### config.mk
export PLATFORM = sky130hd
export DESIGN_NAME = rfa_regfile
export DESIGN_NICKNAME = d
export VERILOG_FILES = /design/src/rtl/rfa_pkg.sv /design/src/rtl/rfa_view_decode.sv /design/src/rtl/rfa_read_port.sv /design/src/rtl/rfa_write_merge.sv /design/src/rtl/rfa_regfile.sv
export SDC_FILE = /design/constraint.sdc
export NUM_CORES = 2
export LEC_CHECK = 0
export BUFFER_PORTS_ARGS = -buffer_cell sky130_fd_sc_hd__buf_2
export CAP_MARGIN = 5
export CORE_AREA = 2 2 319 321
export DETAILED_ROUTE_END_ITERATION = 12
export DIE_AREA = 0 0 321 323
export PLACE_DENSITY = 0.81
export RECOVER_POWER = 100
export SETUP_SLACK_MARGIN = 0.5
export SYNTH_ARGS = -nofsm -noshare
export SYNTH_HDL_FRONTEND = slang
export SYNTH_SLANG_ARGS = --single-unit
### constraint.sdc
create_clock -name clk -period 2.6 [get_ports clk]
set_input_delay 0.26 -clock clk [delete_from_list [all_inputs] [get_ports clk]]
set_output_delay 0.26 -clock clk [all_outputs]
set_load 0.005 [all_outputs]
### src/rtl/rfa_pkg.sv
package rfa_pkg;

   // view selector codes shared by the read and write ports
   typedef enum logic [2:0] {
      VIEW_FULL = 3'd0,
      VIEW_LO32 = 3'd1,
      VIEW_LO16 = 3'd2,
      VIEW_LOB  = 3'd3,
      VIEW_HIB  = 3'd4
   } view_e;

   localparam int VIEW_W  = 3;
   localparam int LO32_W  = 32;
   localparam int LO16_W  = 16;
   localparam int BYTE_W  = 8;

   // decoded form of a (register, view) pair
   typedef struct packed {
      logic legal;      // access allowed
      logic hib;        // field sits one byte up
      logic zero_rest;  // write clears bits outside the field
   } view_ctl_t;

endpackage

### src/rtl/rfa_view_decode.sv
module rfa_view_decode
   import rfa_pkg::*;
#(
   parameter int XLEN     = 64,
   parameter int NUM_REGS = 16,
   parameter int HB_REGS  = 4,
   localparam int IDX_W   = $clog2(NUM_REGS)
) (
   input  logic [IDX_W-1:0]  idx,
   input  logic [VIEW_W-1:0] view,
   output view_ctl_t         ctl,
   output logic [XLEN-1:0]   fld_mask
);

   localparam logic [XLEN-1:0] ONES   = '1;
   localparam logic [XLEN-1:0] M_LO32 = ONES >> (XLEN - LO32_W);
   localparam logic [XLEN-1:0] M_LO16 = ONES >> (XLEN - LO16_W);
   localparam logic [XLEN-1:0] M_LOB  = ONES >> (XLEN - BYTE_W);
   localparam logic [XLEN-1:0] M_HIB  = M_LOB << BYTE_W;

   logic idx_in_range;
   logic idx_has_hib;

   generate
      if ((1 << IDX_W) == NUM_REGS) begin : g_pow2
         assign idx_in_range = 1'b1;
      end else begin : g_npow2
         assign idx_in_range = (int'(idx) < NUM_REGS);
      end
   endgenerate

   assign idx_has_hib = (int'(idx) < HB_REGS);

   always_comb begin
      ctl.legal     = idx_in_range;
      ctl.hib       = 1'b0;
      ctl.zero_rest = 1'b0;
      fld_mask      = '0;
      case (view_e'(view))
         VIEW_FULL: begin
            fld_mask      = ONES;
            ctl.zero_rest = 1'b1;
         end
         VIEW_LO32: begin
            fld_mask      = M_LO32;
            ctl.zero_rest = 1'b1;
         end
         VIEW_LO16: fld_mask = M_LO16;
         VIEW_LOB:  fld_mask = M_LOB;
         VIEW_HIB: begin
            if (idx_has_hib) begin
               fld_mask = M_HIB;
               ctl.hib  = 1'b1;
            end else begin
               ctl.legal = 1'b0;
            end
         end
         default: ctl.legal = 1'b0;
      endcase
      if (!ctl.legal) begin
         fld_mask      = '0;
         ctl.hib       = 1'b0;
         ctl.zero_rest = 1'b0;
      end
   end

endmodule

### src/rtl/rfa_read_port.sv
module rfa_read_port
   import rfa_pkg::*;
#(
   parameter int XLEN     = 64,
   parameter int NUM_REGS = 16,
   parameter int HB_REGS  = 4,
   localparam int IDX_W   = $clog2(NUM_REGS)
) (
   input  logic [NUM_REGS-1:0][XLEN-1:0] regs_flat,
   input  logic [IDX_W-1:0]              idx,
   input  logic [VIEW_W-1:0]             view,
   output logic [XLEN-1:0]               data
);

   view_ctl_t         ctl;
   logic [XLEN-1:0]   mask;
   logic [XLEN-1:0]   picked;

   rfa_view_decode #(
      .XLEN     (XLEN),
      .NUM_REGS (NUM_REGS),
      .HB_REGS  (HB_REGS)
   ) u_dec (
      .idx      (idx),
      .view     (view),
      .ctl      (ctl),
      .fld_mask (mask)
   );

   always_comb begin
      picked = ctl.legal ? (regs_flat[idx] & mask) : '0;
      data   = ctl.hib ? (picked >> BYTE_W) : picked;
   end

endmodule

### src/rtl/rfa_write_merge.sv
module rfa_write_merge
   import rfa_pkg::*;
#(
   parameter int XLEN = 64
) (
   input  logic [XLEN-1:0] old_val,
   input  logic [XLEN-1:0] wr_data,
   input  view_ctl_t       ctl,
   input  logic [XLEN-1:0] fld_mask,
   output logic [XLEN-1:0] new_val
);

   logic [XLEN-1:0] aligned;
   logic [XLEN-1:0] kept;

   always_comb begin
      aligned = ctl.hib ? (wr_data << BYTE_W) : wr_data;
      kept    = ctl.zero_rest ? '0 : (old_val & ~fld_mask);
      new_val = kept | (aligned & fld_mask);
   end

endmodule

### src/rtl/rfa_regfile.sv
module rfa_regfile
   import rfa_pkg::*;
#(
   parameter int XLEN     = 64,
   parameter int NUM_REGS = 16,
   parameter int HB_REGS  = 4,
   localparam int IDX_W   = $clog2(NUM_REGS)
) (
   input  logic              clk,
   input  logic              rst_n,
   input  logic              wr_en,
   input  logic [IDX_W-1:0]  wr_idx,
   input  logic [VIEW_W-1:0] wr_view,
   input  logic [XLEN-1:0]   wr_data,
   output logic              wr_reject,
   input  logic [IDX_W-1:0]  ra_idx,
   input  logic [VIEW_W-1:0] ra_view,
   output logic [XLEN-1:0]   ra_data,
   input  logic [IDX_W-1:0]  rb_idx,
   input  logic [VIEW_W-1:0] rb_view,
   output logic [XLEN-1:0]   rb_data
);

   localparam int NUM_RD = 2;

   // elaboration-time parameter checks
   generate
      if (XLEN < LO32_W) begin : g_bad_xlen
         $error("rfa_regfile: XLEN must be at least 32");
      end
      if (NUM_REGS < 2) begin : g_bad_regs
         $error("rfa_regfile: NUM_REGS must be at least 2");
      end
      if (HB_REGS > NUM_REGS) begin : g_bad_hb
         $error("rfa_regfile: HB_REGS exceeds NUM_REGS");
      end
   endgenerate

   // storage
   logic [XLEN-1:0]                regs [NUM_REGS];
   logic [NUM_REGS-1:0][XLEN-1:0]  regs_flat;

   always_comb begin
      for (int i = 0; i < NUM_REGS; i++) regs_flat[i] = regs[i];
   end

   // write path
   view_ctl_t       wr_ctl;
   logic [XLEN-1:0] wr_mask;
   logic [XLEN-1:0] wr_old;
   logic [XLEN-1:0] wr_new;
   logic            wr_take;
   logic            wr_refused;

   rfa_view_decode #(
      .XLEN     (XLEN),
      .NUM_REGS (NUM_REGS),
      .HB_REGS  (HB_REGS)
   ) u_wr_dec (
      .idx      (wr_idx),
      .view     (wr_view),
      .ctl      (wr_ctl),
      .fld_mask (wr_mask)
   );

   assign wr_old     = wr_ctl.legal ? regs_flat[wr_idx] : '0;
   assign wr_take    = wr_en & wr_ctl.legal;
   assign wr_refused = wr_en & ~wr_ctl.legal;

   rfa_write_merge #(
      .XLEN (XLEN)
   ) u_merge (
      .old_val  (wr_old),
      .wr_data  (wr_data),
      .ctl      (wr_ctl),
      .fld_mask (wr_mask),
      .new_val  (wr_new)
   );

   always_ff @(posedge clk or negedge rst_n) begin
      if (!rst_n) begin
         for (int i = 0; i < NUM_REGS; i++) regs[i] <= '0;
      end else if (wr_take) begin
         regs[wr_idx] <= wr_new;
      end
   end

   always_ff @(posedge clk or negedge rst_n) begin
      if (!rst_n) wr_reject <= 1'b0;
      else        wr_reject <= wr_refused;
   end

   // read ports
   logic [IDX_W-1:0]  rd_idx  [NUM_RD];
   logic [VIEW_W-1:0] rd_view [NUM_RD];
   logic [XLEN-1:0]   rd_data [NUM_RD];

   assign rd_idx[0]  = ra_idx;
   assign rd_view[0] = ra_view;
   assign rd_idx[1]  = rb_idx;
   assign rd_view[1] = rb_view;
   assign ra_data    = rd_data[0];
   assign rb_data    = rd_data[1];

   generate
      for (genvar p = 0; p < NUM_RD; p++) begin : g_rd
         rfa_read_port #(
            .XLEN     (XLEN),
            .NUM_REGS (NUM_REGS),
            .HB_REGS  (HB_REGS)
         ) u_rd (
            .regs_flat (regs_flat),
            .idx       (rd_idx[p]),
            .view      (rd_view[p]),
            .data      (rd_data[p])
         );
      end
   endgenerate

   // assertions guarding the write merge and reject logic
   p_hib_reject_r6: assert property (@(posedge clk) disable iff (!rst_n)
      (wr_en && wr_view == VIEW_HIB && int'(wr_idx) >= HB_REGS) |=> wr_reject);

   p_hib_keep_r6: assert property (@(posedge clk) disable iff (!rst_n)
      (wr_en && wr_view == VIEW_HIB && int'(wr_idx) >= HB_REGS)
      |=> regs[$past(wr_idx)] == $past(regs[wr_idx]));

   p_code_reject_r7: assert property (@(posedge clk) disable iff (!rst_n)
      (wr_en && wr_view > VIEW_HIB) |=> wr_reject);

   p_good_quiet_r6: assert property (@(posedge clk) disable iff (!rst_n)
      (!wr_en) |=> !wr_reject);

   p_lo32_clear_r4: assert property (@(posedge clk) disable iff (!rst_n)
      (wr_en && wr_view == VIEW_LO32 && int'(wr_idx) < NUM_REGS)
      |=> regs[$past(wr_idx)][XLEN-1:LO32_W] == '0);

   p_lo16_keep_r3: assert property (@(posedge clk) disable iff (!rst_n)
      (wr_en && wr_view == VIEW_LO16 && int'(wr_idx) < NUM_REGS)
      |=> regs[$past(wr_idx)][XLEN-1:LO16_W] == $past(regs[wr_idx][XLEN-1:LO16_W]));

   p_rd_zext_r8: assert property (@(posedge clk) disable iff (!rst_n)
      (ra_view == VIEW_LOB || ra_view == VIEW_HIB) |-> ra_data[XLEN-1:BYTE_W] == '0);

   p_rd_refused_r6: assert property (@(posedge clk) disable iff (!rst_n)
      (rb_view == VIEW_HIB && int'(rb_idx) >= HB_REGS) |-> rb_data == '0);

endmodule

### Word level (Yosys, flattened, before mapping)

Index checks and enable logic that the tools add are counted.

| operators by class | value |
|---|---|
| $add $sub $neg | 0 |
| $mul | 0 |
| divide/modulo/power cells | 0 |
| magnitude comparators | 8 |
| equal/unequal tests | 12 |
| shift-type cells | 0 |
| mux-type cells | 40 |
| bitwise operators | 10 |
| reduce and logical (&&, ||, !) cells | 10 |

Operators with widths:

| cell | count |
|---|---|
| 1024-bit bitwise mux | 1 |
| 64-bit one-hot mux with 5 select lines | 3 |
| 64-bit 2-to-1 mux | 14 |
| 64-bit binary-select mux with 4-bit select | 3 |
| 64-bit bitwise AND | 4 |
| 64-bit demux with 4-bit select | 1 |
| 64-bit NOT | 1 |
| 64-bit OR | 1 |
| 16-bit 2-to-1 mux | 3 |
| 3-bit by 2-bit equality test with 1-bit output (second input constant) | 6 |
| 4-bit by 5-bit < comparator with 1-bit output (second input constant) | 3 |
| 4-bit by 3-bit < comparator with 1-bit output (second input constant) | 3 |
| 4-bit OR reduction | 3 |
| 3-bit by 1-bit equality test with 1-bit output (second input constant) | 3 |
| 3-bit equality test (second input constant) | 3 |
| 3-bit logical NOT | 3 |
| 1-bit 2-to-1 mux | 9 |
| 2-bit 2-to-1 mux | 3 |
| 1-bit one-hot mux with 2 select lines | 3 |
| 2-bit OR reduction | 3 |
| 5-bit >= comparator (second input constant) | 1 |
| 5-bit by 1-bit < comparator with 1-bit output (second input constant) | 1 |
| 4-bit NOT with 5-bit output | 1 |
| 1-bit bitwise AND | 2 |
| 2 further kinds | 2 |

| word-level totals | value |
|---|---|
| bits in registers | 1025 |
| latch bits | 0 |
| bits in writable memories | 0 |
| ROM bits | 0 |
| bits of input ports | 88 |
| output and inout port bits | 129 |
| word-level logic and storage cells | 97 |
| memories kept | 0 |

### Depth between registers and ports, before layout

| depth | value |
|---|---|
| depth in word-level cells | 9 |
| gate-level depth with buffers | 11 |
| mapped depth without buffers | 5 |

### Modules after synthesis

Synthesis repeated with hierarchy kept, for this count alone.

| second synthesis, totals | value |
|---|---|
| cells, all modules | 5220 |
| area, all modules | 69751.9 um^2 |

By module, submodules not included:

| module | times used | cells each | area each (um^2) |
|---|---|---|---|
| rfa_regfile | 1 | 2993 | 46863.7 |
| rfa_read_port | 2 | 911 | 9862.0 |
| rfa_write_merge | 1 | 198 | 1636.6 |
| rfa_view_decode | 3 | 69 | 509.2 |

### Worst setup path after synthesis

Ideal clock, no wire load.

| timing path | value |
|---|---|
| kind | in2out |
| start | in ra_idx[0] |
| end | out ra_data[37] |
| data arrival time | 2.040 ns |
| setup slack | 0.300 ns |
| stages on the path | 6 |
| cell sequence | clkbuf_1 > clkbuf_1 > buf_2 > mux4_2 > mux4_2 > nor2b_1 |

| between the ends | value |
|---|---|
| word-level cells in the longest chain between the ends | 7 |

Ends and longest elaborated chain:

| what | RTL line | source |
|---|---|---|
| start: declaration | rfa_regfile.sv:16 | `input logic [IDX_W-1:0] ra_idx,` |
| 4-bit by 3-bit < comparator with 1-bit output | rfa_view_decode.sv:32 | `assign idx_has_hib = (int'(idx) < HB_REGS);` |
| 1-bit 2-to-1 mux | rfa_view_decode.sv:51 | `if (idx_has_hib) begin` |
| 1-bit one-hot mux with 2 select lines | rfa_view_decode.sv:39 | `case (view_e'(view))` |
| 64-bit 2-to-1 mux | rfa_view_decode.sv:60 | `if (!ctl.legal) begin` |
| 64-bit bitwise AND | rfa_read_port.sv:31 | `picked = ctl.legal ? (regs_flat[idx] & mask) : '0;` |
| 64-bit 2-to-1 mux | rfa_read_port.sv:31 |  |
| 64-bit 2-to-1 mux * | rfa_read_port.sv:32 | `data = ctl.hib ? (picked >> BYTE_W) : picked;` |
| end: declaration | rfa_regfile.sv:18 | `output logic [XLEN-1:0] ra_data,` |

Mark *: on every way between the ends. The rest lies on a longest branch, timed or not. The select of a mux whose other input is x is not followed.

### Final worst setup path

| timing path | value |
|---|---|
| start | reg regs[187] in the netlist's numbering |
| end | out rb_data[59] |

| between the ends | value |
|---|---|
| word-level cells in the longest chain between the ends | 5 |

Ends and longest elaborated chain:

| what | RTL line | source |
|---|---|---|
| start: declaration | rfa_regfile.sv:40 | `logic [XLEN-1:0] regs [NUM_REGS];` |
| start signal: indexed assignment | rfa_regfile.sv:84 | `regs[wr_idx] <= wr_new;` |
| 64-bit binary-select mux with 4-bit select | rfa_read_port.sv:31 |  |
| 64-bit 2-to-1 mux (not written as such) | rfa_read_port.sv:31 |  |
| 64-bit bitwise AND | rfa_read_port.sv:31 |  |
| 64-bit 2-to-1 mux | rfa_read_port.sv:31 |  |
| 64-bit 2-to-1 mux | rfa_read_port.sv:32 |  |
| end: declaration | rfa_regfile.sv:21 | `output logic [XLEN-1:0] rb_data` |

No other way between the ends. The select of a mux whose other input is x is not followed.

==> run metrics <==
Hold Startpoint=wr_data[61]; Reg clk slew, reported paths=80 ps; Synth Register Bits=1025; r2r startpoint=regs[353]$_DFFE_PN0P_; YS warnings=0; Simple-Gate Fraction of Synth Area=3.24%; DR pass1 iterations=7; Most Frequent Cell on Critical Path=buf_6; die area=104000 µm²; CTS tree=done; final hold vios=0; post-synth net total=between 4000 and 5000; RSZ-0062 raised after global routing=true; WHS=114 ps; leading area contributor after synthesis=dfrtp_1; leakage power=33.0 nW; gpl congestion=0.893; setup_tns=-28460 ps; WHS Path Cells=4; Port Buf Inserts=216; top-area cell type share of the netlist area=~40%; Mapped Cells=4346; most frequent cell after synthesis=dfrtp_1; vias in the first global route=~50000; synth-to-layout area growth=20.2%; total track usage=41.1%; Crit. End Element=output port; highest metal used=met5; slowest CP cell=mux4_2; Final Max Tran Viols=237; share of layout cells above drive strength 1=between 50% and 60%; reg2reg path depth=8; multiplexer share of the synthesized area=46.0%; Post-Synth XOR/XNOR Area=0%; CTS Buf Count=111; CTS Sinks=around 1000; Final period util=109%; Root Buffer=clkbuf_16; pwr dens=652 nW/µm²; nets@finish=about 5000; fin cells=6325; Internal=between 0.03 and 0.04 W; Placed Cells=roughly 5700; final core utilization=between 70% and 80%; GR Overflow Total=0; H-tree levels=3; fraction of registers with async set/reset=100%; Tmin final=2850 ps; post-synthesis adder-cell area fraction=0%; Clk pwr share=~36%; Worst EP arrival=2590 ps; num rows=117; RR Endpoint=regs[353]$_DFFE_PN0P_; switching power=roughly 0.014 W; die height=around 320 µm; Post-synth top cells=dfrtp_1, mux2_2, mux4_2; met1 WL=71.6 mm; Clock Latency Late Sink=740 ps; CP Cell Sequence=buf_6, mux4_2, mux2i_2, a211oi_2, buf_4, buf_6; WP buf/inv=3; Core Area=101000 µm²; Initial Util=62.3%; failing checks=capacitance limit, slew limit, setup timing; Vias per Instance=7.64; f_max=0.351 GHz; Compound-Gate Fraction of Synth Area=around 6%; Hold Crit Class=input port to flip-flop; Mapped Avg Cell Area=roughly 14 µm²; dpl hpwl=between 100 and 150 mm; CTS max path bufs=3; initial antenna violation count=12; Post-synth EDFFs=0; worst-path fanout max=2; io pins=217; Max-Cap Viols=3; via count=48300; met3 WL post-DR=31.5 mm; Comb pwr share=a little under a quarter; Routed WL=220 mm; Net Sw Frac=28.9%; Synth Cell Area=62700 µm²; post-synthesis cell type count=48; Post-Place Setup Slack=a little under 80 ps; DRC viols=0; Fillers=5685; routed length on met2=slightly below 100 mm; worst setup margin=-246 ps; Setup Viol. Count Final=~330; Main synth FF type=dfrtp_1; Worst Skew=42.2 ps; Reg2Reg Setup Slack=170 ps; register area share after synthesis=40.9%; required time worst endpoint=between 2000 and 2500 ps; critical path's largest stage delay=480 ps; Max transition margin=-9.96%; Post-DRT Antenna Nets=0; transition time of the tightest slew-check pin=1650 ps; largest net degree at the start of global routing=139; Hold EP=regs[829]$_DFFE_PN0P_; Synth area leaders=dfrtp_1, mux4_2, mux2_2; first-pass GRT wire length=317 mm; wire length per cell=approximately 35 µm; Crit Path Class=flip-flop to output port; Seq pwr share=40.9%; Crit path max-delay family=multiplexers; DIE WIDTH=about 320 µm; combinational family with the most area after synthesis=multiplexers; startpoint types=flip-flop; outcome=complete, but fails checks; Max IR drop VDD=around 580 µV; DRT iter0 DRCs=6948
==> through the flow <==
stage / power (W) / area (µm²)
4_1_cts: 0.0480 / 74500
3_5_place_dp: 0.0296 / 67500
5_1_grt: 0.0505 / 75400
2_1_floorplan: 0.0264 / 63000
3_3_place_gp: 0.0291 / 67500
6_report: 0.0491 / 75400
==> layout by cell type (no fill, tap or decap), types with 29 or more instances in the layout <==
cell	synthesis	routed
dfrtp_1	1025	1021
mux2_2	913	863
mux4_2	701	701
buf_4	43	418
mux2i_1	278	252
buf_2	220	169
nand2_1	143	132
o21ai_0	85	127
buf_12	0	117
clkbuf_16	0	116
a22oi_1	112	112
a21oi_1	92	94
buf_6	26	94
nor2b_4	0	71
clkbuf_1	129	71
nor2_1	70	63
o211ai_1	63	63
nor2b_1	117	45
a211oi_2	0	42
o21ai_2	47	39
mux2_1	0	30
clkbuf_2	1	29
==> tightest hold or removal path, delay by kind of cell <==
kind | cells | cell delay [ps]
compound gates | 2 | 280
mux | 1 | 200
buf+inv | 1 | 80
==> worst max-delay path by stage <==
stage                                 startpoint           to  cells after the start
final                      regs[187]$_DFFE_PN0P_  rb_data[59]                      6
after CTS                    regs[8]$_DFFE_PN0P_   ra_data[8]                      4
after floorplan                        rb_idx[0]  rb_data[22]                      7
after global placement                 ra_idx[0]  ra_data[42]                      7
after detailed placement               rb_idx[0]   rb_data[1]                      9
after global routing      regs[1019]$_DFFE_PN0P_  rb_data[59]                      6
==> per-layer routing <==
metal  vias to the layer above  GRT usage (%)
met3                      1401           13.1
li1                      18300              -
met1                     24500           51.4
met5                         -              0
met4                        18           27.6
met2                      4131           61.8
==> what timing repair did <==
action / CTS / global route
resized for setup: 258 / 162
hold buffers: 5 / 0
gates cloned: 0 / 4
hold endpoints to repair: 501 / 0
setup endpoints to repair: 128 / 194
buffers inserted: 256 / 101
pin swaps: 65 / 54
==> power groups by stage <==
stage	clock [W]	combinational, W	sequential [W]
finish	0.0176	0.0114	0.0201
global route	0.0183	0.0119	0.0203
detailed placement	0	0.00927	0.0203
floorplan	0	0.00685	0.0196
global placement	0	0.00896	0.0201
CTS	0.0175	0.0106	0.0199
==> area by class of cell <==
class	count	area, µm²	share of cell area (%)
clock buffer	155	3250	4.31
antenna	4	10.0	0.0133
sequential	1025	25700	34.0
clock inverter	54	774	1.03
tap	1309	1640	2.17
multi-input combinational	2867	36000	47.7
timing repair buffer	911	8070	10.7
==> sequential cells by signal, indices dropped and copies added, names as in the netlist <==
name / count
regs: 1024
wr_reject: 1
==> kinds of logic after synthesis <==
group / count (synthesis)
multiplexers: 1892
buffers and inverters: 458
AO/OA/AOI/OAI: 575
AND/OR/NAND/NOR: 396
flip-flops: 1025
Power figures use the tool's default switching activity.
